===== src/rtl/sio_cfg_pkg.sv =====
package sio_cfg_pkg;

  localparam logic [7:0] KEY_UNLOCK = 8'h55;
  localparam logic [7:0] KEY_EXIT   = 8'hAA;

  // Power-on contents of each configuration register.
  function automatic logic [7:0] cfg_reset_value(input int unsigned idx,
                                                 input logic [7:0] chip_id);
    logic [7:0] v;
    case (idx)
      0:       v = 8'h3A;
      1:       v = 8'h9F;
      2:       v = 8'hDC;
      3:       v = 8'h78;
      6:       v = 8'hFF;
      13:      v = chip_id;
      14:      v = 8'h01;
      default: v = 8'h00;
    endcase
    return v;
  endfunction

endpackage


===== src/rtl/sio_cfg_rst_sync.sv =====
module sio_cfg_rst_sync #(
  parameter int unsigned STAGES = 2
) (
  input  logic clk,
  input  logic rst_n,
  output logic rst_n_sync
);
  logic [STAGES-1:0] sync_q;
  logic [STAGES-1:0] sync_d;

  always_comb begin
    sync_d = {sync_q[STAGES-2:0], 1'b1};
  end

  always_ff @(posedge clk or negedge rst_n) begin
    if (!rst_n) sync_q <= '0;
    else        sync_q <= sync_d;
  end

  assign rst_n_sync = sync_q[STAGES-1];
endmodule


===== src/rtl/sio_cfg_key_ctl.sv =====
module sio_cfg_key_ctl #(
  parameter int unsigned DW = 8
) (
  input  logic          clk,
  input  logic          rst_n,
  input  logic          key_wr_en,
  input  logic [DW-1:0] key_wdata,
  output logic          cfg_open,
  output logic          fdc_release,
  output logic [DW-1:0] cfg_index
);
  import sio_cfg_pkg::*;

  // hist_q[1] is the newest index-port byte, hist_q[0] the one before it
  logic [DW-1:0] hist_q [2];
  logic [DW-1:0] hist_d [2];
  logic [DW-1:0] idx_q, idx_d;
  logic          rel_q, rel_d;
  logic          open_now;

  assign open_now = (hist_q[0] == DW'(KEY_UNLOCK)) && (hist_q[1] == DW'(KEY_UNLOCK));

  always_comb begin
    hist_d[0] = hist_q[0];
    hist_d[1] = hist_q[1];
    idx_d     = idx_q;
    rel_d     = rel_q;
    if (key_wr_en) begin
      if (open_now) begin
        if (key_wdata == DW'(KEY_EXIT)) begin
          hist_d[0] = hist_q[1];
          hist_d[1] = key_wdata;
          rel_d     = 1'b0;
        end else begin
          idx_d = key_wdata;
        end
      end else begin
        hist_d[0] = hist_q[1];
        hist_d[1] = key_wdata;
        if ((key_wdata == DW'(KEY_UNLOCK)) && (hist_q[1] == DW'(KEY_UNLOCK)))
          rel_d = 1'b1;
      end
    end
  end

  always_ff @(posedge clk or negedge rst_n) begin
    if (!rst_n) begin
      hist_q[0] <= '0;
      hist_q[1] <= '0;
      idx_q     <= '0;
      rel_q     <= 1'b0;
    end else if (key_wr_en) begin
      hist_q[0] <= hist_d[0];
      hist_q[1] <= hist_d[1];
      idx_q     <= idx_d;
      rel_q     <= rel_d;
    end
  end

  assign cfg_open    = open_now;
  assign fdc_release = rel_q;
  assign cfg_index   = idx_q;
endmodule


===== src/rtl/sio_cfg_regfile.sv =====
module sio_cfg_regfile #(
  parameter int unsigned NREG    = 16,
  parameter int unsigned DW      = 8,
  parameter logic [7:0]  CHIP_ID = 8'h65,
  localparam int unsigned IDXW   = $clog2(NREG)
) (
  input  logic             clk,
  input  logic             rst_n,
  input  logic             wr_en,
  input  logic [IDXW-1:0]  wr_idx,
  input  logic [DW-1:0]    wdata,
  input  logic [IDXW-1:0]  rd_idx,
  output logic [DW-1:0]    rd_data,
  output logic [NREG*DW-1:0] regs_flat,
  output logic [NREG-1:0]  chg_stb,
  output logic [DW-1:0]    chg_mask
);
  import sio_cfg_pkg::*;

  logic [DW-1:0]   reg_q [NREG];
  logic [NREG-1:0] wr_sel;
  logic [NREG-1:0] stb_d;
  logic [DW-1:0]   mask_d;
  logic [DW-1:0]   old_val;

  for (genvar g = 0; g < NREG; g++) begin : g_reg
    assign wr_sel[g] = wr_en && (wr_idx == IDXW'(g));

    always_ff @(posedge clk or negedge rst_n) begin
      if (!rst_n)         reg_q[g] <= DW'(cfg_reset_value(g, CHIP_ID));
      else if (wr_sel[g]) reg_q[g] <= wdata;
    end

    assign regs_flat[g*DW +: DW] = reg_q[g];
  end

  assign old_val = reg_q[wr_idx];
  assign rd_data = reg_q[rd_idx];

  always_comb begin
    stb_d  = wr_sel;
    mask_d = wr_en ? (old_val ^ wdata) : '0;
  end

  always_ff @(posedge clk or negedge rst_n) begin
    if (!rst_n) begin
      chg_stb  <= '0;
      chg_mask <= '0;
    end else begin
      chg_stb  <= stb_d;
      chg_mask <= mask_d;
    end
  end
endmodule


===== src/rtl/sio_cfg_port.sv =====
module sio_cfg_port #(
  parameter int unsigned AW         = 16,
  parameter int unsigned DW         = 8,
  parameter int unsigned NREG       = 16,
  parameter logic [AW-1:0] INDEX_ADDR = 16'h03F0,
  parameter logic [7:0]  CHIP_ID    = 8'h65,
  parameter int unsigned RST_STAGES = 2
) (
  input  logic               clk,
  input  logic               rst_n,
  input  logic [AW-1:0]      io_addr,
  input  logic               io_wr,
  input  logic               io_rd,
  input  logic [DW-1:0]      io_wdata,
  output logic [DW-1:0]      io_rdata,
  output logic               cfg_active,
  output logic               fdc_port_release,
  output logic [NREG*DW-1:0] cfg_regs,
  output logic [NREG-1:0]    cfg_chg_stb,
  output logic [DW-1:0]      cfg_chg_mask
);
  localparam int unsigned IDXW = $clog2(NREG);
  localparam logic [AW-1:0] DATA_ADDR = INDEX_ADDR + AW'(1);

  logic          rst_n_int;
  logic          idx_hit, dat_hit;
  logic          key_wr_en;
  logic          reg_wr_en;
  logic          idx_in_range;
  logic [DW-1:0] cur_index;
  logic [DW-1:0] rd_data;

  sio_cfg_rst_sync #(.STAGES(RST_STAGES)) u_rst (
    .clk        (clk),
    .rst_n      (rst_n),
    .rst_n_sync (rst_n_int)
  );

  assign idx_hit      = (io_addr == INDEX_ADDR);
  assign dat_hit      = (io_addr == DATA_ADDR);
  assign key_wr_en    = io_wr && idx_hit;
  assign idx_in_range = (int'(cur_index) < int'(NREG));
  assign reg_wr_en    = io_wr && dat_hit && cfg_active && idx_in_range;

  sio_cfg_key_ctl #(.DW(DW)) u_key (
    .clk         (clk),
    .rst_n       (rst_n_int),
    .key_wr_en   (key_wr_en),
    .key_wdata   (io_wdata),
    .cfg_open    (cfg_active),
    .fdc_release (fdc_port_release),
    .cfg_index   (cur_index)
  );

  sio_cfg_regfile #(.NREG(NREG), .DW(DW), .CHIP_ID(CHIP_ID)) u_regs (
    .clk       (clk),
    .rst_n     (rst_n_int),
    .wr_en     (reg_wr_en),
    .wr_idx    (cur_index[IDXW-1:0]),
    .wdata     (io_wdata),
    .rd_idx    (cur_index[IDXW-1:0]),
    .rd_data   (rd_data),
    .regs_flat (cfg_regs),
    .chg_stb   (cfg_chg_stb),
    .chg_mask  (cfg_chg_mask)
  );

  always_comb begin
    if (io_rd && dat_hit && cfg_active && idx_in_range) io_rdata = rd_data;
    else                                                 io_rdata = '1;
  end
endmodule


===== config.mk =====
export PLATFORM = sky130hd
export DESIGN_NAME = sio_cfg_port
export DESIGN_NICKNAME = d
export VERILOG_FILES = /design/src/rtl/sio_cfg_pkg.sv /design/src/rtl/sio_cfg_rst_sync.sv /design/src/rtl/sio_cfg_key_ctl.sv /design/src/rtl/sio_cfg_regfile.sv /design/src/rtl/sio_cfg_port.sv
export SDC_FILE = /design/constraint.sdc
export NUM_CORES = 1
export LEC_CHECK = 0
export BUFFER_PORTS_ARGS = -buffer_cell sky130_fd_sc_hd__buf_4
export CORE_MARGIN = 4
export CORE_UTILIZATION = 45
export CTS_BUF_LIST = sky130_fd_sc_hd__clkbuf_2
export DETAILED_ROUTE_END_ITERATION = 7
export PLACE_DENSITY = 0.74
export REMOVE_ABC_BUFFERS = 1
export SETUP_SLACK_MARGIN = 0.3
export SYNTH_ARGS = -nofsm -noshare
export SYNTH_HDL_FRONTEND = slang
export SYNTH_HIERARCHICAL = 1
export SYNTH_SLANG_ARGS = --single-unit

===== constraint.sdc =====
create_clock -name clk -period 16.5 [get_ports clk]
set_clock_uncertainty 0.05 [all_clocks]
set_input_delay 3.3 -clock clk [delete_from_list [all_inputs] [get_ports clk]]
set_output_delay 3.3 -clock clk [all_outputs]
set_load 0.005 [all_outputs]

==> flow_summary.yaml, run 1 <==
run_status:
  status: "finished, final reports clean"
routing:
  vias_per_cell: 6.02
  wl_mm: 26.9
  drt_first_pass_iters: 5
  vias: 6064
  ant_nets: 0
  wl_per_cell_um: 26.7
  drc: 0
  drtIter0Drc: 541
die:
  die_y_um: 151
  ios: 190
  die_w_um: 151
  die-area_um2: 22700
  rows: 51
  core_area_um2: 19700
  start_util: 0.464
synthesis:
  synthMuxAreaShare: 0.372
  avgSynthCellArea_um2: 16.6
  synth_warnings: 6
  async_flop_share: 1.00
  syn_inst: 550
  synth-simple-area-share: 0.0655
  synth-seq-cells: 179
  synth_compound_area_frac: 0.0312
  syn-cell-area_um2: 9150
  synth_top_family_by_area: "multiplexers"
  synth-main-ff-cell: "dfrtp_1"
  netlist-cell-type-count: 53
  synth_xor_area_frac: 0
  synth_fa_ha_area_frac: 0
  synth_edf_count: 0
  ys_seq_area_frac: 0.494
worst_setup_path:
  ff2ff_path_depth: 9
  critPathMaxFanout: 8
  cp.arrival_ns: 5.16
  end_kind: "output port"
  reg2reg_from: "u_key/hist_q[1]"
  critical_path_required_ns: 13.15
  crit_type: "input pin to output port"
  r2r-end: "u_regs/regs_flat[13]"
  crit_start: "io_addr[11]"
  start_kind: "input pin"
  regToRegSetupSlack_ns: 12.84
pwr:
  combPwrFrac: 0.030
  swShare: 0.229
  clkPwrFrac: 0.345
  p_sw_mw: 0.162
  peakVddDrop_mv: 0.0433
  leakage_nw: 5.21
  seq_power_share: 0.625
  p_per_area_nw_per_um2: 64.9
  p_int_mw: 0.545
placed_design:
  place.gp.congestion: 0.860
  port_buffers: 189
  hpwl_mm: 18.1
  place_ws_ns: 8.04
cts:
  ctsResizeCount: 0
  postCtsSetupBuffers: 0
  htreeDepth: 4
  clk_latency_ns: 0.75
  clk_pin_slew_worst_paths_ns: 0.22
  cts_made_buffers: 17
  clock_path_buffers: 2
  cts_tree: "built"
  cts_sinks: 179
  cts_root_buffer: "clkbuf_2"
  cts.hold.buffers_added: 0
timing:
  layout_min_cycle_time_ns: 8.51
  max_slew_margin: 0.304
  setup_ws_ns: 7.99
  rsz0062_at_grt: "no"
  finalCritPeriodShare: 0.516
  clock.fmax_mhz: 118
  worstMarginPinSlew_ns: 1.04
  setup_viol: 0
  setup_tns_ns: 0
  slew_violations: 0
  hold_violations: 0
global_routing:
  grt-ovfl-total: 0
  antenna_found_initial: 1
  grt_max_degree: 82
  grt_usage: 0.240
  grt_pass1_wl_mm: 40.0
  grt_pass1_vias: 6429
min_path:
  hold_class: "flop to async pin"
final_layout:
  drive_gt1_frac: 0.666
  nNetsFinal: 757
  syn_to_final_growth_pct: 19.1
run:
  cap_violations: 0
## power by group through the flow
stage | clock network, mW | registers (mW) | logic (mW)
after global placement | 0 | 0.449 | 0.0202
final | 0.244 | 0.442 | 0.0209
after detailed placement | 0 | 0.449 | 0.0212
after floorplan | 0 | 0.453 | 0.00206
after CTS | 0.252 | 0.442 | 0.0211
after global routing | 0.269 | 0.442 | 0.0233
## worst max path at each step
stage | cells after the start | slack (ns) | to
floorplan | 3 | 8.81 | io_rdata[0]
global placement | 5 | 8.07 | io_rdata[5]
detailed placement | 5 | 8.04 | io_rdata[5]
CTS | 5 | 8.05 | io_rdata[5]
global route | 5 | 7.94 | io_rdata[5]
finish | 5 | 7.99 | io_rdata[5]
## per-stage QoR
stage | area, um2 | hold slack [ns] | instances | power [mW] | util
finish | 10900 | 0.219 | 1008 | 0.707 | 0.553
global route | 10900 | 0.252 | 1008 | 0.734 | 0.553
CTS | 10900 | 0.229 | 1007 | 0.715 | 0.553
detailed placement | 10600 | 0.225 | 975 | 0.470 | 0.540
global placement | 10600 | 0.226 | 975 | 0.469 | 0.540
floorplan | 8840 | 0.281 | 516 | 0.456 | -
## synth_stat cells (6+ instances only)
library cell | instances | share of area
a21o_1 | 6 | 0.0049
a21oi_1 | 8 | 0.0044
a22oi_1 | 16 | 0.013
buf_1 | 6 | 0.0025
buf_2 | 8 | 0.0044
buf_6 | 6 | 0.0074
clkbuf_8 | 10 | 0.015
dfrtp_1 | 147 | 0.40
dfstp_2 | 32 | 0.092
inv_1 | 6 | 0.0025
mux2_2 | 138 | 0.17
mux2_4 | 6 | 0.0098
mux4_1 | 25 | 0.072
mux4_2 | 46 | 0.11
nand3_1 | 9 | 0.0049
nand4b_1 | 11 | 0.011
nor2_2 | 10 | 0.0068
## logic make-up (layout without fill, tap and decap cells)
kind of cell | after synthesis | in the layout
AOI/OAI and AO/OA | 39 | 39
other | 1 | 2
muxes | 220 | 220
DFF | 179 | 179
and+or+nand+nor | 70 | 70
buffers and inverters | 41 | 233
## cell type report
type	count	area (um2)
Antenna cell	1	2.50
Clock buffer	20	100
Inverter	7	26.3
Multi-Input combinational cell	330	4300
Timing Repair Buffer	194	1460
Sequential cell	179	4530
Tap cell	265	332
Clock inverter	12	163
Fill cell	1595	8810
## critical path, cell delays in order
cell,delay (ns)
buf_4,0.11
or4_4,0.54
nor4_4,0.73
nand4b_1,0.27
buf_4,0.21
## state kept, by name, summed over array words and instances, names as in the netlist
register	count
u_regs/chg_stb	16
u_regs/regs_flat	128
u_key/cfg_index	8
u_key/hist_q	16
u_regs/chg_mask	8
u_key/fdc_release	1
u_rst/sync_q	2
## per-layer routing
layer | vias up | track usage | part of all wire
li1 | 2541 | - | -
met1 | 3182 | 0.301 | 0.39
met2 | 294 | 0.403 | 0.51
met3 | 47 | 0.0713 | 0.085
met4 | 0 | 0.0748 | 0.020
met5 | - | 0 | 0
## layout by cell type, fill, tap and decap left out, types with 3 or more instances in the layout
cell | Yosys | layout
nand2_1 | 3 | 3
nand3_1 | 9 | 9
clkinv_1 | 1 | 4
mux2_1 | 4 | 4
dfstp_2 | 32 | 32
a21o_1 | 6 | 6
buf_4 | 0 | 194
mux4_1 | 25 | 25
bufinv_16 | 0 | 4
dfrtp_2 | 0 | 4
mux2_4 | 6 | 6
clkbuf_2 | 0 | 20
nand2_2 | 4 | 4
mux4_2 | 46 | 46
nand4b_1 | 11 | 11
nor2_2 | 10 | 10
dfrtp_1 | 147 | 142
a22o_2 | 4 | 4
and4bb_2 | 3 | 3
inv_1 | 6 | 6
mux2_2 | 138 | 138
a22oi_1 | 16 | 16
clkinv_2 | 0 | 3
a21oi_1 | 8 | 8
nor3_4 | 5 | 5
Note: power is estimated with default switching activity, not from simulation.
==> inputs of run 2 (changes only) <==
- PLACE_DENSITY: 0.74 -> 0.76
- clock period: 16.5 -> 7.6 ns (I/O delays scaled with it)
==> run 2 against run 1 <==
Against the previous run:
- sequential share of layout area is essentially flat
- sequential cell count is the same
- clock power grew 110%
- wire length shrank 0.44%
- utilization is essentially flat
- die area is the same
- setup slack lost 5.3 ns
- global-route usage shrank 0.30 points
- sequential power grew 120%
- first-iteration DRC count shrank 2.6%
- cell count is the same
- via count grew 1.9%
- critical path type unchanged
==> flow_summary.yaml, run 2 (same netlist as run 1, synthesis figures left out) <==
run_status:
  status: "finished, final reports clean"
pwr:
  clkPwrFrac: 0.340
  peakVddDrop_mv: 0.106
  combPwrFrac: 0.028
  leakage_nw: 5.20
  p_sw_mw: 0.392
  seq_power_share: 0.632
  p_per_area_nw_per_um2: 140
  p_int_mw: 1.13
  swShare: 0.258
final_layout:
  largest_reg_flops: 128
  final_cell_mix: "buf_4 (194), dfrtp_1 (142), mux2_2 (138)"
  drive_gt1_frac: 0.668
  syn_to_final_growth_pct: 19.1
  layout_commonest_cell: "buf_4"
  post-route-util: 0.553
  fin_cells: 1008
  nNetsFinal: 757
cts:
  cts_made_buffers: 17
  cts_root_buffer: "clkbuf_2"
  clk_latency_ns: 0.77
  htreeDepth: 4
  cts_sinks: 179
  cts_tree: "built"
  clk_pin_slew_worst_paths_ns: 0.26
  clock_path_buffers: 2
  postCtsSetupBuffers: 0
  ctsResizeCount: 0
  cts.hold.buffers_added: 0
timing:
  rsz0062_at_grt: "no"
  clock.fmax_mhz: 206
  slew_violations: 0
  setup_viol: 0
  max_slew_margin: 0.311
  setup_tns_ns: 0
  hold_violations: 0
  setup_ws_ns: 2.74
  finalCritPeriodShare: 0.640
  worstMarginPinSlew_ns: 1.03
  layout_min_cycle_time_ns: 4.86
placed_design:
  place_ws_ns: 2.63
  place.gp.congestion: 0.886
  dp_cells: 975
  port_buffers: 189
  hpwl_mm: 18.3
worst_setup_path:
  endpoint: "io_rdata[5]"
  reg2reg_from: "u_key/hist_q[9]"
  crit_start: "io_addr[11]"
  ff2ff_path_depth: 9
  cp.arrival_ns: 3.29
  critPathMaxFanout: 8
  start_kind: "input pin"
  r2r-end: "u_regs/regs_flat[2]"
  end_kind: "output port"
  regToRegSetupSlack_ns: 4.10
  critical_path_required_ns: 6.03
  crit_type: "input pin to output port"
global_routing:
  grt_pass1_wl_mm: 39.5
  grt_max_degree: 70
  grt_usage: 0.237
  grt-ovfl-total: 0
  antenna_found_initial: 1
  grt_pass1_vias: 6264
die:
  ios: 190
  core_area_um2: 19700
  die_w_um: 151
  start_util: 0.464
  rows: 51
  die-area_um2: 22700
  die_y_um: 151
routing:
  drtIter0Drc: 527
  ant_nets: 0
  wl_per_cell_um: 26.6
  drt_first_pass_iters: 5
  vias_per_cell: 6.13
  drc: 0
  vias: 6181
  wl_mm: 26.8
min_path:
  holdCritStartpoint: "u_rst/sync_q[0]"
  hold_class: "flop to flop"
run:
  cap_violations: 0
## run 2: cell count changes in the layout (fill, tap and decap cells not counted), sizes merged
cell,delta
inv,+6
bufinv,-2
clkinv,-1
clkbuf,-3
## run 2: worst min path at each step
stage	end	slack [ns]	cells past startpoint
after detailed placement	u_rst/sync_q[1]	0.29	0
after global placement	u_rst/sync_q[1]	0.29	0
after CTS	u_rst/sync_q[1]	0.35	1
after floorplan	u_rst/sync_q[1]	0.28	0
final	u_rst/sync_q[1]	0.34	0
after global routing	u_rst/sync_q[1]	0.31	1
## run 2: power by group through the flow
| stage | clock, mW | sequential, mW | combinational [mW] |
|---|---|---|---|
| 6_report | 0.518 | 0.963 | 0.0427 |
| 5_1_grt | 0.573 | 0.965 | 0.0470 |
| 4_1_cts | 0.530 | 0.964 | 0.0431 |
| 3_5_place_dp | 0 | 0.978 | 0.0431 |
| 3_3_place_gp | 0 | 0.978 | 0.0415 |
| 2_1_floorplan | 0 | 0.985 | 0.00448 |
## run 2: critical path, cell delays in order
cell      delay, ns
buf_4          0.11
or4_4          0.55
nor4_4         0.63
nand4b_1       0.27
buf_4          0.21
## run 2: routing by layer
| layer | global-route usage | share of wire | vias to the layer above |
|---|---|---|---|
| li1 | - | - | 2543 |
| met1 | 0.317 | 0.40 | 3239 |
| met2 | 0.385 | 0.49 | 339 |
| met3 | 0.0443 | 0.072 | 60 |
| met4 | 0.0938 | 0.031 | 0 |
| met5 | 0 | 0 | - |
## run 2: stage by stage
| stage | hold slack (ns) | total power [mW] | area (um2) |
|---|---|---|---|
| after floorplan | 0.281 | 0.989 | 8840 |
| after global routing | 0.313 | 1.58 | 10900 |
| after detailed placement | 0.293 | 1.02 | 10600 |
| after global placement | 0.288 | 1.02 | 10600 |
| final | 0.342 | 1.52 | 10900 |
| after CTS | 0.348 | 1.54 | 10900 |
## run 2: area by class of cell
| type | count | area, um2 |
|---|---|---|
| fillers | 1618 | 8820 |
| flip-flops and latches | 179 | 4530 |
| multi-input cells | 330 | 4300 |
| repair buffers | 194 | 1460 |
| well taps | 265 | 332 |
| clock inverters | 15 | 171 |
| clock buffers | 17 | 85.1 |
| inverters | 7 | 26.3 |
| diodes | 1 | 2.50 |
